==> src/rtl/packer_pkg.sv <==
package packer_pkg;

  // Bit offset of slot idx inside a word of n slices, earliest slot on top.
  function automatic int slice_lsb(int idx, int n, int w);
    return (n - 1 - idx) * w;
  endfunction

  // Group position after one accepted element.
  function automatic int step_slot(int cur, int n);
    return (cur == n - 1) ? 0 : cur + 1;
  endfunction

endpackage

==> src/rtl/pk_slot_counter.sv <==
module pk_slot_counter #(
  parameter int N = 4,
  localparam int CW = (N > 1) ? $clog2(N) : 1
) (
  input  logic          clk,
  input  logic          rst,
  input  logic          adv,
  output logic [CW-1:0] slot_q,
  output logic          at_last
);
  import packer_pkg::*;

  logic [CW-1:0] slot_d;

  assign at_last = (slot_q == CW'(N - 1));
  assign slot_d  = CW'(step_slot(int'(slot_q), N));

  always_ff @(posedge clk) begin
    if (rst)      slot_q <= '0;
    else if (adv) slot_q <= slot_d;
  end
endmodule

==> src/rtl/pk_slice_store.sv <==
module pk_slice_store #(
  parameter int W = 8,
  parameter int N = 4,
  localparam int CW = (N > 1) ? $clog2(N) : 1,
  localparam int HW = (N - 1) * W
) (
  input  logic          clk,
  input  logic          rst,
  input  logic          wr_en,
  input  logic [CW-1:0] wr_slot,
  input  logic [W-1:0]  wr_data,
  output logic [HW-1:0] held_word
);
  import packer_pkg::*;

  for (genvar k = 0; k < N - 1; k++) begin : g_slice
    logic [W-1:0] slice_q;
    always_ff @(posedge clk) begin
      if (rst)                                  slice_q <= '0;
      else if (wr_en && wr_slot == CW'(k))      slice_q <= wr_data;
    end
    assign held_word[slice_lsb(k, N - 1, W) +: W] = slice_q;
  end
endmodule

==> src/rtl/stream_width_packer.sv <==
module stream_width_packer #(
  parameter int W = 8,
  parameter int N = 4,
  localparam int CW = (N > 1) ? $clog2(N) : 1,
  localparam int OW = N * W,
  localparam int HW = (N - 1) * W
) (
  input  logic          clk,
  input  logic          rst,
  input  logic          in_valid,
  output logic          in_ready,
  input  logic [W-1:0]  in_data,
  output logic          out_valid,
  input  logic          out_ready,
  output logic [OW-1:0] out_data
);
  // Named internal events, used by the checker.
  logic [CW-1:0] slot_q;
  logic          grp_last;
  logic          take_in;
  logic          emit_out;
  logic [HW-1:0] held_word;

  pk_slot_counter #(.N(N)) u_cnt (
    .clk     (clk),
    .rst     (rst),
    .adv     (take_in),
    .slot_q  (slot_q),
    .at_last (grp_last)
  );

  pk_slice_store #(.W(W), .N(N)) u_store (
    .clk       (clk),
    .rst       (rst),
    .wr_en     (take_in && !grp_last),
    .wr_slot   (slot_q),
    .wr_data   (in_data),
    .held_word (held_word)
  );

  assign out_valid = in_valid && grp_last && !rst;
  assign in_ready  = !rst && (grp_last ? out_ready : 1'b1);
  assign take_in   = in_valid && in_ready;
  assign emit_out  = out_valid && out_ready;
  assign out_data  = {held_word, in_data};
endmodule

==> config.mk <==
export PLATFORM = sky130hd
export DESIGN_NAME = stream_width_packer
export DESIGN_NICKNAME = d
export VERILOG_FILES = /design/src/rtl/packer_pkg.sv /design/src/rtl/pk_slot_counter.sv /design/src/rtl/pk_slice_store.sv /design/src/rtl/stream_width_packer.sv
export SDC_FILE = /design/constraint.sdc
export NUM_CORES = 1
export LEC_CHECK = 0
export BUFFER_PORTS_ARGS = -buffer_cell sky130_fd_sc_hd__buf_4
export CORE_MARGIN = 2
export CORE_UTILIZATION = 51
export DETAILED_ROUTE_END_ITERATION = 7
export HOLD_SLACK_MARGIN = 0.12
export PLACE_DENSITY = 0.86
export SLEW_MARGIN = 20
export SYNTH_ARGS = -nofsm -noshare
export SYNTH_HDL_FRONTEND = slang
export SYNTH_SLANG_ARGS = --single-unit
==> constraint.sdc <==
create_clock -name clk -period 3.25 [get_ports clk]
set_input_delay 0.65 -clock clk [delete_from_list [all_inputs] [get_ports clk]]
set_output_delay 0.65 -clock clk [all_outputs]
set_load 0.05 [all_outputs]
# Word level (Yosys, flattened, before mapping)
# Cells that the tools add are included.
word_totals:
  regBits: 26
  word_cells: 22
classes:
  n_mux: 2
  add_sub_neg: 1
  n_reduce_logical: 11
  n_eq_ne: 4
op_table:
  columns: ["cell", "count"]
  rows:
  - ["logical AND 1 bit", 8]
  - ["equality test 2 x 1 -> 1 bit, second input constant", 2]
  - ["equality test 2 bit, second input constant", 2]
  - ["adder 2 x 1 -> 2 bit, second input constant", 1]
  - ["zero test 1 bit", 2]
  - ["zero test 2 bit", 1]
  - ["two-way mux 2 bit", 1]
  - ["two-way mux 1 bit", 1]

# Logic depth before layout (Yosys ltp)
# Gate-level depths: netlist (run 1).
depth:
  word_depth: 6
  mapped_depth: 6
  depth_no_buf: 5

# Hierarchy
# From an unflattened synthesis (run 1), not the netlist that was laid out.
hier_totals:
  hier_cells: 114
  hier_area_um2: 1186.1
modules_own_cells:
  columns: ["mod", "seq_area_each_um2", "n_inst", "cells_per_inst", "area_per_inst_um2"]
  rows:
  - ["pk_slice_store", 480.5, 1, 91, 999.7]
  - ["stream_width_packer", 0.0, 1, 15, 100.1]
  - ["pk_slot_counter", 40.0, 1, 8, 86.3]

# Worst setup path before layout (run 1)
# No wires, ideal clock.
synth_path:
  path_type: "input port to output port"
  from: "input rst"
  to: "output in_ready"
  arrival_time_ps: 1780
  cell_stages: 3
  path_buffers: 2
  slack_ps: 820
  t_required_ps: 2600
  path_cell_list: "buf_2 buf_4 a21oi_1"
synth_via:
  elab_chain_len: 2
synth_lines:
  columns: ["element", "line_no", "text"]
  rows:
  - ["start, declared", "stream_width_packer.sv:9", "input logic rst,"]
  - ["zero test 1 bit", "stream_width_packer.sv:42", "assign in_ready = !rst && (grp_last ? out_ready : 1'b1);"]
  - ["logical AND 1 bit", "stream_width_packer.sv:42", null]
  - ["end, declared", "stream_width_packer.sv:11", "output logic in_ready,"]
# Every way passes these cells.

# Worst setup path in the final report (run 1)
layout_path:
  from: "register u_cnt.slot_q[0]"
  to: "output out_valid"
layout_via:
  elab_chain_len: 3
layout_lines:
  columns: ["element", "line_no", "text"]
  rows:
  - ["start, declared", "pk_slot_counter.sv:8", "output logic [CW-1:0] slot_q,"]
  - ["start signal, assigned", "pk_slot_counter.sv:20", "else if (adv) slot_q <= slot_d;"]
  - ["equality test 2 bit", "pk_slot_counter.sv:15", "assign at_last = (slot_q == CW'(N - 1));"]
  - ["logical AND 1 bit (2 in series)", "stream_width_packer.sv:41", "assign out_valid = in_valid && grp_last && !rst;"]
  - ["end, declared", "stream_width_packer.sv:13", "output logic out_valid,"]
# Every way passes these cells.

==> impl_metrics.ini, run 1 <==
[hold_path]
hp-class = flip-flop to flip-flop
min_from = u_store.g_slice[2].slice_q[1]

[sta]
relSlewSlack_pct = 71.5
hold_violations = 0
fmax_mhz = 477
rsz0062_at_grt = no
setup_viol = 0
post-route-period-util_pct = 64.5
fin_tns_setup_ps = 0
min_period_ps = 2100
skew_ps = 7.66
report.final.slew_viol_count = 0
hold_ws_ps = 480
worst_slew_pin_slew_ps = 427

[logic_synthesis]
yosys.area.top_type_share_pct = 43.0
synth_common_cells = nand2_1, dfxtp_1, a21oi_2
synth_edf_count = 0
synth.distinct_cells = 16
synthTopCellsByArea = dfxtp_1, a21oi_2, nand2_1
avgSynthCellArea_um2 = 8.90
yosys_register_bits = 26
yosys_warnings = 0
synthArstFlopShare_pct = 0
yosysMostFrequentCell = nand2_1
synth_area_um2 = 1210
syn_nets = 152
synth_top_area_cell = dfxtp_1
syn-instance-count = 136
ys_seq_area_share_pct = 43.0
ys.flop_type = dfxtp_1

[clocking]
cts_buffer_depth = 2
cts_made_buffers = 3
cts_num_sinks = 26
clk_pin_slew_worst_paths_ps = 140
htreeDepth = 1
insertion_delay_ps = 320
post_cts_buffers = 0
cts_resized = 0
clockRootBuffer = clkbuf_4
cts_hold_buf = 0
tritoncts = yes

[die]
die_x_um = 52.7
num_rows = 17
core_um2 = 2230
ios = 46
chipHeight_um = 52.7
dieArea_um2 = 2780
start_util_pct = 54.2

[routing]
antenna_left = 0
wl_per_cell_um = 13.3
drtIter0Drc = 5
drt-total-wl_um = 2640
avgViaCountPerCell = 5.04
drc = 0
via_count = 997
drt_first_pass_iters = 4

[power]
p_sw_share_pct = 31.2
total_power_w = 0.000749
switchingPower_w = 0.000234
clkPwrFrac_pct = 29.6
p_leak_nw = 0.629
ir_drop_uv = 339
p_seq_share_pct = 46.1
p_comb_share_pct = 24.4
power.density_nw_per_um2 = 494
p_int_w = 0.000515

[worst_setup_path]
critPathMaxFanout = 10
arrival_ps = 1450
startpoint_type = flip-flop
crit-reg2reg-launch = u_cnt.slot_q[0]
endpoint_kind = primary output
critical_path_class = flip-flop to primary output
required_ps = 2600
startpoint = u_cnt.slot_q[0]
r2r_slack_ps = 1830

[cells_and_area]
areaGrowthSynthToFinish_pct = 25.3
postLayoutCoreUtil_pct = 67.9
postLayoutCellArea_um2 = 1520
diodes = 0
drive_gt1_share_pct = 44.7
fin_nets = 187

[global_routing]
grt_max_degree = 30
gr-total-overflow = 0
grt_pass1_wl_um = 4260
grt_use_total_pct = 21.1
grt_pass1_vias = 947
antenna_found_initial = 0

[run_status]
status = finished, final reports clean

[place]
dpl.hpwl_um = 2000
io_buffers = 45
placedInstanceArea_um2 = 1460
finalWeightedCongestion = 0.785

[run]
max_cap_viol_count = 0
[cells by family after synthesis]
group / after synthesis / share of synthesized area (%)
and+or+nand+nor: 58 / 21.5
AOI/OAI and AO/OA: 28 / 19.4
DFF: 26 / 43.0
buffers and inverters: 19 / 11.1
adders and majority gates: 4 / 4.14
muxes: 1 / 0.827
[registers in the layout, summed over array words and instances (netlist names)]
register	flops
u_cnt.slot_q	2
u_store.g_slice.slice_q	24
[layer usage]
layer | vias to the layer above | wire length (µm) | global-route usage [%]
met1 | 465 | 1110 | 24.5
met3 | 6 | 111 | 2.57
met2 | 30 | 1380 | 38.1
met5 | - | 0 | 0
li1 | 496 | - | -
met4 | 0 | 45 | 9.40
[layout by cell type, fill, tap and decap left out]
cell / count
nand2_1: 49
buf_4: 45
dfxtp_1: 26
a21oi_2: 24
inv_1: 4
ha_1: 4
and3b_1: 3
nand3b_2: 3
clkbuf_4: 3
a21oi_1: 2
nand2b_1: 2
nor2_1: 1
a21boi_1: 1
mux2i_1: 1
a211oi_1: 1
bufinv_16: 1
[worst max-delay path, stage by stage, from the launching register on]
cell	delay (ps)
dfxtp_1	420
ha_1	320
nand2_1	80
nor2_1	90
buf_4	200
[power by group through the flow]
stage | sequential, W | combinational [W] | clock, W
finish | 0.000345 | 0.000183 | 0.000222
floorplan | 0.000399 | 0.0000924 | 0
detailed placement | 0.000352 | 0.000183 | 0
CTS | 0.000345 | 0.000183 | 0.000223
global placement | 0.000351 | 0.000180 | 0
global route | 0.000347 | 0.000194 | 0.000237
[area by class of cell]
type,count,area (µm²)
inverter,4,15.0
fill,190,717
clock inverter,1,30.0
multi-input combinational,91,556
clock buffer,3,22.5
timing repair buffer,45,338
sequential,26,520
tap,28,35.0
[through the flow]
stage                     setup slack, ps  cells
final                                1150    198
after global routing                  990    198
after CTS                            1130    198
after detailed placement             1290    194
after global placement               1300    194
after floorplan                       820    136
[final timing paths]
path	endpoint	cells after the start
max	out_valid	4
min	u_store.g_slice[2].slice_q[1]	2
max reg2reg	u_store.g_slice[0].slice_q[6]	4
min reg2reg	u_store.g_slice[2].slice_q[1]	2
Note: power is estimated with default switching activity, not from simulation.
==> run 2, diff against run 1 <==
--- a/config.mk
+++ b/config.mk
@@ -5,12 +5,13 @@
 export SDC_FILE = /design/constraint.sdc
 export NUM_CORES = 1
 export LEC_CHECK = 0
+export ABC_AREA = 1
 export BUFFER_PORTS_ARGS = -buffer_cell sky130_fd_sc_hd__buf_4
 export CORE_MARGIN = 2
-export CORE_UTILIZATION = 51
+export CORE_UTILIZATION = 44
 export DETAILED_ROUTE_END_ITERATION = 7
 export HOLD_SLACK_MARGIN = 0.12
-export PLACE_DENSITY = 0.86
+export PLACE_DENSITY = 0.78
 export SLEW_MARGIN = 20
 export SYNTH_ARGS = -nofsm -noshare
 export SYNTH_HDL_FRONTEND = slang
==> constraint.sdc (replaced) <==
create_clock -name clk -period 1.8 [get_ports clk]
set_input_delay 0.36 -clock clk [delete_from_list [all_inputs] [get_ports clk]]
set_output_delay 0.36 -clock clk [all_outputs]
set_load 0.05 [all_outputs]
==> impl_metrics.ini, run 2 <==
[run_status]
status = finished, final reports clean

[cells_and_area]
largest_register_ff_count = 24
drive_gt1_share_pct = 29.3
top_regs = u_store.g_slice.slice_q (24), u_cnt.slot_q (2)
final_common_cell = nor2_1
largest-register = u_store.g_slice.slice_q
final_cell_mix = nor2_1, buf_4, nand2_1
diodes = 0
fin_nets = 225
areaGrowthSynthToFinish_pct = 24.4

[logic_synthesis]
synthTopCellsByArea = dfxtp_1, nor2_1, nand4_1
ys.flop_type = dfxtp_1
yosysMostFrequentCell = nor2_1
yosys_register_bits = 26
synth.distinct_cells = 15
syn-instance-count = 175
ys_seq_area_share_pct = 40.7
yosys.area.top_type_share_pct = 40.7
synth_common_cells = nor2_1, nand2_1, dfxtp_1
synth_top_area_cell = dfxtp_1
avgSynthCellArea_um2 = 7.31
syn_nets = 191
synth_area_um2 = 1280
synthArstFlopShare_pct = 0
synth_edf_count = 0
yosys_warnings = 0

[worst_setup_path]
required_ps = 1440
endpoint_kind = primary output
critical_path_class = flip-flop to primary output
cp_slowest_cell = dfxtp_2
crit-reg2reg-launch = u_cnt.slot_q[0]
slowest_delay_ps = 380
r2r_end = u_store.g_slice[0].slice_q[1]
arrival_ps = 1320
worst-r2r-cell-count = 6
startpoint_type = flip-flop
endpoint = out_valid
crit_chain = ha_2 > inv_4 > nor2_2 > buf_4
r2r_slack_ps = 450
startpoint = u_cnt.slot_q[0]
critPathMaxFanout = 14

[hold_path]
hp-class = primary input to flip-flop

[power]
p_sw_share_pct = 33.9
total_power_w = 0.00126
p_leak_nw = 0.767
p_int_w = 0.000836
ir_drop_uv = 634
p_comb_share_pct = 27.8
switchingPower_w = 0.000428
power.density_nw_per_um2 = 794
clkPwrFrac_pct = 23.1
p_seq_share_pct = 49.2

[place]
dpl.hpwl_um = 2010
finalWeightedCongestion = 0.826
io_buffers = 45
dp_slack_ps = 318

[die]
dieArea_um2 = 3360
ios = 46
start_util_pct = 46.4
chipHeight_um = 57.9
core_um2 = 2760
die_x_um = 57.9
num_rows = 19

[sta]
rsz0062_at_grt = no
relSlewSlack_pct = 69.8
worst_slack_ps = 122
setup_viol = 0
hold_violations = 0
fmax_mhz = 596
fin_tns_setup_ps = 0
report.final.slew_viol_count = 0
worst_slew_pin_slew_ps = 452
skew_ps = 7.68
min_period_ps = 1680
post-route-period-util_pct = 93.2

[run]
max_cap_viol_count = 0

[global_routing]
grt_pass1_wl_um = 4280
gr-total-overflow = 0
grt_max_degree = 29
antenna_found_initial = 0
grt_pass1_vias = 1005
grt_use_total_pct = 16.3

[routing]
wl_per_cell_um = 10.9
drtIter0Drc = 44
antenna_left = 0
drc = 0
drt_first_pass_iters = 4
via_count = 1176
drt-total-wl_um = 2610
avgViaCountPerCell = 4.92

[clocking]
clockRootBuffer = clkbuf_4
htreeDepth = 1
cts_num_sinks = 26
cts_made_buffers = 3
insertion_delay_ps = 330
cts_hold_buf = 0
clk_pin_slew_worst_paths_ps = 140
tritoncts = yes
cts_buffer_depth = 2
[run 2: cell count changes after synthesis, sizes merged, moves of 3 or more]
cell and change:
nand4 +24, nand3b -3, nor2 +52, nand2 -20, inv +13, a21oi -23, and3b -3
[run 2: critical path, delay by kind of cell (launching register included)]
family | cells | cell delay [ps]
adders and majority gates | 1 | 220
buffers and inverters | 2 | 290
DFF | 1 | 380
and+or+nand+nor | 1 | 100
[run 2: routing by layer]
| layer | share of wire, % | GRT usage [%] |
|---|---|---|
| met3 | 7.6 | 2.68 |
| met4 | 1.7 | 6.98 |
| met1 | 46 | 22.8 |
| met5 | 0 | 0 |
| met2 | 45 | 24.8 |
[run 2: worst min path at each step]
stage	from	to	slack, ps	cells after the start
2_1_floorplan	u_cnt.slot_q[0]	u_cnt.slot_q[0]	450	1
3_3_place_gp	u_store.g_slice[0].slice_q[2]	u_store.g_slice[0].slice_q[2]	470	2
3_5_place_dp	u_store.g_slice[2].slice_q[0]	u_store.g_slice[2].slice_q[0]	470	2
4_1_cts	in_data[5]	u_store.g_slice[0].slice_q[5]	400	5
5_1_grt	in_data[5]	u_store.g_slice[0].slice_q[5]	410	5
6_report	in_data[5]	u_store.g_slice[0].slice_q[5]	400	5
[run 2: cell families after synthesis]
| logic type | after synthesis | synth area share [%] |
|---|---|---|
| adder cells (fa/ha/maj) | 4 | 3.91 |
| buffers and inverters | 34 | 14.4 |
| AO/OA/AOI/OAI | 4 | 1.56 |
| flip-flops | 26 | 40.7 |
| AND/OR/NAND/NOR | 107 | 39.5 |
[run 2: what timing repair did]
action	in CTS	in global routing
setup endpoints to repair	0	1
resized for setup	0	4
setup buffers	0	0
[run 2: area by class of cell]
cell class | instances | area (µm²)
Clock buffer | 4 | 36.3
Fill cell | 271 | 1160
Inverter | 17 | 68.8
Multi-Input combinational cell | 115 | 581
Sequential cell | 26 | 523
Tap cell | 31 | 38.8
Timing Repair Buffer | 46 | 345
[run 2: metrics by stage]
step                      instances  area [µm²]  hold WS (ps)  utilization [%]
after floorplan                 175        1280           454                -
after global placement          235        1550           465             56.2
after detailed placement        235        1550           475             56.2
after CTS                       239        1590           400             57.5
after global routing            239        1590           410             57.8
final                           239        1590           397             57.8
[run 2: power by group through the flow]
stage / combinational [W] / sequential (W) / clock [W]
2_1_floorplan: 0.000178 / 0.000721 / 0
3_3_place_gp: 0.000348 / 0.000633 / 0
3_5_place_dp: 0.000352 / 0.000634 / 0
4_1_cts: 0.000352 / 0.000621 / 0.000298
5_1_grt: 0.000377 / 0.000626 / 0.000326
6_report: 0.000351 / 0.000621 / 0.000291
